===== src/rtl/rpg_pkg.sv =====
package rpg_pkg;
  // Synchronised view of the two reset sources
  typedef struct packed {
    logic man_n;   // manual request, active low
    logic low;     // supply-low flag, active high
  } rpg_src_t;

  localparam rpg_src_t RPG_SRC_IDLE = '{man_n: 1'b1, low: 1'b0};
endpackage


===== src/rtl/rpg_sync.sv =====
module rpg_sync #(
  parameter int unsigned WIDTH = 2,
  parameter logic [WIDTH-1:0] IDLE_VAL = '0
) (
  input  logic             clk,
  input  logic             rst_n,
  input  logic [WIDTH-1:0] d_async,
  output logic [WIDTH-1:0] q_sync
);
  for (genvar g = 0; g < WIDTH; g++) begin : g_bit
    logic meta_q, sync_q;
    always_ff @(posedge clk) begin
      if (!rst_n) begin
        meta_q <= IDLE_VAL[g];
        sync_q <= IDLE_VAL[g];
      end else begin
        meta_q <= d_async[g];
        sync_q <= meta_q;
      end
    end
    assign q_sync[g] = sync_q;
  end
endmodule


===== src/rtl/rpg_tick_gen.sv =====
module rpg_tick_gen #(
  parameter int unsigned CYC_PER_MS = 50000
) (
  input  logic clk,
  input  logic rst_n,
  input  logic clr,
  output logic tick
);
  localparam int unsigned CW = (CYC_PER_MS > 1) ? $clog2(CYC_PER_MS) : 1;
  localparam logic [CW-1:0] LAST = CW'(CYC_PER_MS - 1);

  logic [CW-1:0] pre_q;

  always_ff @(posedge clk) begin
    if (!rst_n || clr)      pre_q <= '0;
    else if (pre_q == LAST) pre_q <= '0;
    else                    pre_q <= pre_q + 1'b1;
  end

  assign tick = (pre_q == LAST) && !clr;

  a_r2_prescale_range: assert property (@(posedge clk) disable iff (!rst_n)
    pre_q <= LAST);
  a_r5_clear_restarts: assert property (@(posedge clk) disable iff (!rst_n)
    clr |=> (pre_q == '0));
endmodule


===== src/rtl/rpg_hold_ctr.sv =====
module rpg_hold_ctr #(
  parameter int unsigned HOLD_MS = 200
) (
  input  logic clk,
  input  logic rst_n,
  input  logic load,
  input  logic tick,
  output logic busy
);
  localparam int unsigned HW = $clog2(HOLD_MS + 1);
  localparam logic [HW-1:0] FULL = HW'(HOLD_MS);

  logic [HW-1:0] ms_q;

  always_ff @(posedge clk) begin
    if (!rst_n || load)        ms_q <= FULL;
    else if (tick && ms_q != 0) ms_q <= ms_q - 1'b1;
  end

  assign busy = (ms_q != '0);

  a_r5_never_above_full: assert property (@(posedge clk) disable iff (!rst_n)
    ms_q <= FULL);
  a_r6_load_reloads: assert property (@(posedge clk) disable iff (!rst_n)
    load |=> (ms_q == FULL));
  a_r5_steps_by_one: assert property (@(posedge clk) disable iff (!rst_n)
    !$past(load) && $past(busy) |-> (ms_q == $past(ms_q)) || (ms_q == $past(ms_q) - 1'b1));
endmodule


===== src/rtl/reset_pulse_gen.sv =====
module reset_pulse_gen
  import rpg_pkg::*;
#(
  parameter int unsigned CYC_PER_MS = 50000,
  parameter int unsigned HOLD_MS    = 200
) (
  input  logic clk,
  input  logic rst_n,
  input  logic supply_low,
  input  logic man_rst_n,
  output logic rst_out_n,
  output logic rst_out,
  output logic rel_pulse
);
  rpg_src_t src_raw, src_s;
  logic     any_src, tick, busy, asserted, asserted_q;

  assign src_raw = '{man_n: man_rst_n, low: supply_low};

  rpg_sync #(.WIDTH(2), .IDLE_VAL(RPG_SRC_IDLE)) u_sync (
    .clk(clk), .rst_n(rst_n), .d_async(src_raw), .q_sync(src_s)
  );

  assign any_src = src_s.low || !src_s.man_n;

  rpg_tick_gen #(.CYC_PER_MS(CYC_PER_MS)) u_tick (
    .clk(clk), .rst_n(rst_n), .clr(any_src), .tick(tick)
  );

  rpg_hold_ctr #(.HOLD_MS(HOLD_MS)) u_hold (
    .clk(clk), .rst_n(rst_n), .load(any_src), .tick(tick), .busy(busy)
  );

  assign asserted = any_src || busy;

  always_ff @(posedge clk) begin
    if (!rst_n) asserted_q <= 1'b1;
    else        asserted_q <= asserted;
  end

  assign rst_out_n = !asserted;
  assign rst_out   = asserted;
  assign rel_pulse = asserted_q && !asserted;

  a_r3_low_holds_reset: assert property (@(posedge clk) disable iff (!rst_n)
    supply_low && $past(supply_low) |=> !rst_out_n);
  a_r4_manual_holds_reset: assert property (@(posedge clk) disable iff (!rst_n)
    !man_rst_n && !$past(man_rst_n) |=> !rst_out_n);
  a_r8_outputs_complement: assert property (@(posedge clk) disable iff (!rst_n)
    rst_out != rst_out_n);
  a_r9_pulse_single: assert property (@(posedge clk) disable iff (!rst_n)
    rel_pulse |=> !rel_pulse);
  a_r9_pulse_on_release: assert property (@(posedge clk) disable iff (!rst_n)
    rel_pulse |-> rst_out_n && !$past(rst_out_n));
endmodule


===== config.mk =====
export PLATFORM = sky130hd
export DESIGN_NAME = reset_pulse_gen
export DESIGN_NICKNAME = d
export VERILOG_FILES = /design/src/rtl/rpg_pkg.sv /design/src/rtl/rpg_sync.sv /design/src/rtl/rpg_tick_gen.sv /design/src/rtl/rpg_hold_ctr.sv /design/src/rtl/reset_pulse_gen.sv
export SDC_FILE = /design/constraint.sdc
export NUM_CORES = 1
export LEC_CHECK = 0
export ABC_AREA = 1
export ABC_CLOCK_PERIOD_IN_PS = 1600
export BUFFER_PORTS_ARGS = -buffer_cell sky130_fd_sc_hd__buf_2
export CAP_MARGIN = 25
export CORE_MARGIN = 4
export CORE_UTILIZATION = 50
export DETAILED_ROUTE_END_ITERATION = 8
export PLACE_DENSITY = 0.67
export SETUP_SLACK_MARGIN = 0.02
export SLEW_MARGIN = 15
export SYNTH_ARGS = -nofsm -noshare
export SYNTH_HDL_FRONTEND = slang
export SYNTH_SLANG_ARGS = --single-unit

===== constraint.sdc =====
create_clock -name clk -period 1.6 [get_ports clk]
set_input_delay 0 -clock clk [delete_from_list [all_inputs] [get_ports clk]]
set_output_delay 0 -clock clk [all_outputs]
set_load 0.01 [all_outputs]

==> impl_metrics.xml <==
<?xml version="1.0" encoding="UTF-8"?>
<metrics>
  <group name="synthesis">
    <metric name="netlist_top_cells_count" unit="">sky130_fd_sc_hd__nand2_1 (53), sky130_fd_sc_hd__nor2_1 (33), sky130_fd_sc_hd__dfxtp_1 (29)</metric>
    <metric name="synthesized_nets" unit="">231</metric>
    <metric name="postSynthCellCount" unit="">224</metric>
    <metric name="yosys_warnings" unit="">0</metric>
    <metric name="asyncSetResetFlopFracSynth" unit="%">0</metric>
    <metric name="netlist.area_leader.share" unit="%">36.7</metric>
    <metric name="unique_masters_post_synth" unit="">28</metric>
    <metric name="synthesized_area" unit="mm2">0.00158</metric>
    <metric name="synth_most_common_cell" unit="">sky130_fd_sc_hd__nand2_1</metric>
    <metric name="biggest_area_contributors_in_the_synthesized_netlist" unit="">sky130_fd_sc_hd__dfxtp_1 (37%), sky130_fd_sc_hd__nand2_1 (13%), sky130_fd_sc_hd__nor2_1 (7.8%), sky130_fd_sc_hd__inv_1 (6.2%), sky130_fd_sc_hd__nand3_1 (4.4%)</metric>
    <metric name="yosysSeqAreaShare" unit="%">36.7</metric>
    <metric name="synth-edff-count" unit="">0</metric>
    <metric name="yosys_most_used_dff" unit="">sky130_fd_sc_hd__dfxtp_1</metric>
    <metric name="ys_seq_elements" unit="">29</metric>
    <metric name="synth_area_per_cell" unit="um2">7.05</metric>
    <metric name="top_cell_type_by_total_area_after_synthesis" unit="">sky130_fd_sc_hd__dfxtp_1</metric>
  </group>
  <group name="timing">
    <metric name="drv_slew" unit="">0</metric>
    <metric name="worstMarginPinSlew" unit="ns">0.291</metric>
    <metric name="max_freq" unit="GHz">0.698</metric>
    <metric name="rsz0062_at_grt" unit="">yes</metric>
    <metric name="timing.final.setup_violations" unit="">0</metric>
    <metric name="period_needed" unit="ns">1.43</metric>
    <metric name="finalCritPeriodShare" unit="%">89.5</metric>
    <metric name="fin_worst_skew" unit="ns">0.0114</metric>
    <metric name="setup-tns-final" unit="ns">0</metric>
    <metric name="relSlewSlack" unit="%">80.5</metric>
    <metric name="final_hold_violations" unit="">0</metric>
    <metric name="layout_setup_ws" unit="ns">0.167</metric>
  </group>
  <group name="floorplan">
    <metric name="rows" unit="">20</metric>
    <metric name="fp.dieArea" unit="mm2">0.00412</metric>
    <metric name="initial_utilization" unit="%">52.2</metric>
    <metric name="die_h" unit="um">64.2</metric>
    <metric name="count_of_pins_on_the_block_boundary" unit="">7</metric>
    <metric name="floorplan.die.width" unit="um">64.2</metric>
    <metric name="core" unit="mm2">0.00303</metric>
  </group>
  <group name="clocking">
    <metric name="inserted_clock_buffers" unit="">5</metric>
    <metric name="cts_tree" unit="">yes</metric>
    <metric name="h-tree-depth" unit="">2</metric>
    <metric name="cts_max_path_buffers" unit="">2</metric>
    <metric name="clk_latency" unit="ns">0.34</metric>
    <metric name="path_clk_slew" unit="ns">0.11</metric>
    <metric name="cts_sinks" unit="">29</metric>
    <metric name="cts_root_buf" unit="">sky130_fd_sc_hd__clkbuf_4</metric>
    <metric name="postCtsSetupRepairBufs" unit="">0</metric>
  </group>
  <group name="power">
    <metric name="power_density" unit="mW/mm2">778</metric>
    <metric name="vdd.ir_drop.worst" unit="uV">692</metric>
    <metric name="leakagePower" unit="nW">0.721</metric>
    <metric name="report.power.total" unit="mW">1.41</metric>
  </group>
  <group name="global_routing">
    <metric name="grt_antenna_before_repair" unit="">0</metric>
    <metric name="grt_usage" unit="%">16.4</metric>
    <metric name="grt_pass1_wl" unit="mm">5.30</metric>
    <metric name="grt_start_max_net_pins" unit="">17</metric>
    <metric name="first_global_vias" unit="">1209</metric>
    <metric name="grt_overflow_total" unit="">0</metric>
  </group>
  <group name="placed_design">
    <metric name="dpl_worst_slack" unit="ns">0.168</metric>
    <metric name="finalWeightedCongestion" unit="">0.890</metric>
    <metric name="io_buffers" unit="">6</metric>
    <metric name="dp_hpwl" unit="mm">2.17</metric>
    <metric name="placed_area" unit="mm2">0.00166</metric>
  </group>
  <group name="job">
    <metric name="drv.max_cap_violation_count" unit="">0</metric>
  </group>
  <group name="critical_path">
    <metric name="r2r_start" unit="">u_tick.pre_q[0]</metric>
    <metric name="critical_path.endpoint_type" unit="">flop</metric>
    <metric name="critPathMaxFanout" unit="">5</metric>
    <metric name="regToRegEndpoint" unit="">u_hold.ms_q[5]</metric>
    <metric name="critPathLaunchType" unit="">flop</metric>
    <metric name="r2r_slack" unit="ns">0.17</metric>
    <metric name="ff2ff_path_depth" unit="">8</metric>
    <metric name="cp_data_required_time" unit="ns">1.84</metric>
    <metric name="critical_path_class" unit="">flop to flop</metric>
    <metric name="timing.critical_path.arrival" unit="ns">1.67</metric>
  </group>
  <group name="route">
    <metric name="detail_route.wl_per_cell" unit="um">10.7</metric>
    <metric name="drtPass1Iterations" unit="">5</metric>
    <metric name="drt_iter0_markers" unit="">82</metric>
    <metric name="dr_total_vias" unit="">1379</metric>
    <metric name="drc" unit="">0</metric>
    <metric name="wirelength" unit="mm">3.06</metric>
    <metric name="detail_route.vias_per_cell" unit="">4.80</metric>
    <metric name="antenna_left" unit="">0</metric>
  </group>
  <group name="layout">
    <metric name="antenna_cells_inserted" unit="">0</metric>
    <metric name="area_added_between_synthesis_and_finish" unit="%">14.6</metric>
    <metric name="nets" unit="">249</metric>
    <metric name="final_layout_size_suffix_gt1_share" unit="%">20.2</metric>
    <metric name="utilization" unit="%">59.8</metric>
    <metric name="finalInstanceArea" unit="mm2">0.00181</metric>
    <metric name="fillCellCount" unit="">271</metric>
  </group>
  <group name="worst_hold_path">
    <metric name="holdPathEnd" unit="">u_sync.g_bit[1].sync_q</metric>
    <metric name="worstHoldPathType" unit="">flop to flop</metric>
    <metric name="hold_start" unit="">u_sync.g_bit[1].meta_q</metric>
    <metric name="holdPathStages" unit="">2</metric>
  </group>
  <group name="outcome">
    <metric name="status" unit="">finished, final reports clean</metric>
  </group>
</metrics>
## worst max-delay path by stage
stage / cells past startpoint / start / end / slack (ns)
2_1_floorplan: 8 / u_tick.pre_q[0] / u_hold.ms_q[6] / 0.30
3_5_place_dp: 8 / u_tick.pre_q[0] / u_hold.ms_q[6] / 0.17
6_report: 8 / u_tick.pre_q[0] / u_hold.ms_q[5] / 0.17
4_1_cts: 7 / u_hold.ms_q[0] / rel_pulse / 0.12
3_3_place_gp: 8 / u_tick.pre_q[0] / u_hold.ms_q[6] / 0.18
5_1_grt: 8 / u_tick.pre_q[0] / u_hold.ms_q[6] / -0.01
## area by class of cell
cell class	instances	area (um2)	share of cell area, %
repair buffers	12	87.6	4.83
inverters	31	116	6.42
multi-input cells	163	887	49.0
clock buffers	5	37.5	2.07
clock inverters	3	46.3	2.56
well taps	44	55.1	3.04
flip-flops and latches	29	582	32.1
## kinds of logic (layout without fill, tap and decap cells)
| kind of cell | after synthesis | in the layout | synth area share, % |
|---|---|---|---|
| adders and majority gates | 3 | 3 | 2.38 |
| DFF | 29 | 29 | 36.7 |
| and+or+nand+nor | 139 | 139 | 43.8 |
| xor gates and xnor gates | 7 | 7 | 3.88 |
| buffers and inverters | 32 | 51 | 8.08 |
| AOI/OAI and AO/OA | 14 | 14 | 5.15 |
## critical path: stages (launching register included)
cell and delay (ns):
sky130_fd_sc_hd__dfxtp_1 0.36, sky130_fd_sc_hd__ha_1 0.21, sky130_fd_sc_hd__nand2_1 0.09, sky130_fd_sc_hd__nor2_2 0.15, sky130_fd_sc_hd__nand3_2 0.10, sky130_fd_sc_hd__nor2_4 0.14, sky130_fd_sc_hd__nand3_2 0.12, sky130_fd_sc_hd__nand2_1 0.10
sky130_fd_sc_hd__a21oi_2 0.05
## sequential cells by signal, summed over array words and instances (netlist names)
name and flops:
asserted_q 1, u_sync.g_bit.sync_q 2, u_hold.ms_q 8, u_tick.pre_q 16, u_sync.g_bit.meta_q 2
## metrics by stage
stage,hold WS (ns),std cells
floorplan,0.0687,224
global placement,0.171,274
detailed placement,0.177,274
CTS,0.417,287
global route,0.447,287
finish,0.417,287
## power by group
part	switching, mW	total (mW)	internal (mW)
clock network	0.280	0.611	0.331
logic	0.0372	0.0613	0.0241
registers	0.00556	0.737	0.731
total	0.323	1.41	1.09
## timing repair
action / CTS / global route
endpoints found under the setup margin: 0 / 2
gates resized for setup: 0 / 7
hold buffers: 5 / 0
hold endpoints to repair: 5 / 0
## placed cells by master (no fill, tap or decap), drive strengths merged
| master | synthesis | final |
|---|---|---|
| nand3b | 1 | 1 |
| xnor2 | 1 | 1 |
| buf | 1 | 7 |
| nor3 | 8 | 8 |
| inv | 31 | 31 |
| ha | 3 | 3 |
| bufinv | 0 | 1 |
| nor2 | 41 | 41 |
| and2 | 1 | 1 |
| clkinv | 0 | 1 |
| o21ai | 3 | 3 |
| nand3 | 19 | 19 |
| dfxtp | 29 | 29 |
| nand2 | 58 | 58 |
| dlygate4sd3 | 0 | 5 |
| nor3b | 1 | 1 |
| a21oi | 11 | 11 |
| or2 | 1 | 1 |
| nand4 | 9 | 9 |
| clkinvlp | 0 | 1 |
| xor2 | 6 | 6 |
| clkbuf | 0 | 5 |
## metal layers
metal	vias to the layer above	GRT usage [%]	wire, um
met5	-	0	0
met4	0	6.33	38
met3	4	4.75	121
met2	23	23.4	1310
met1	605	23.1	1590
li1	747	-	-
Power figures use the tool's default switching activity.
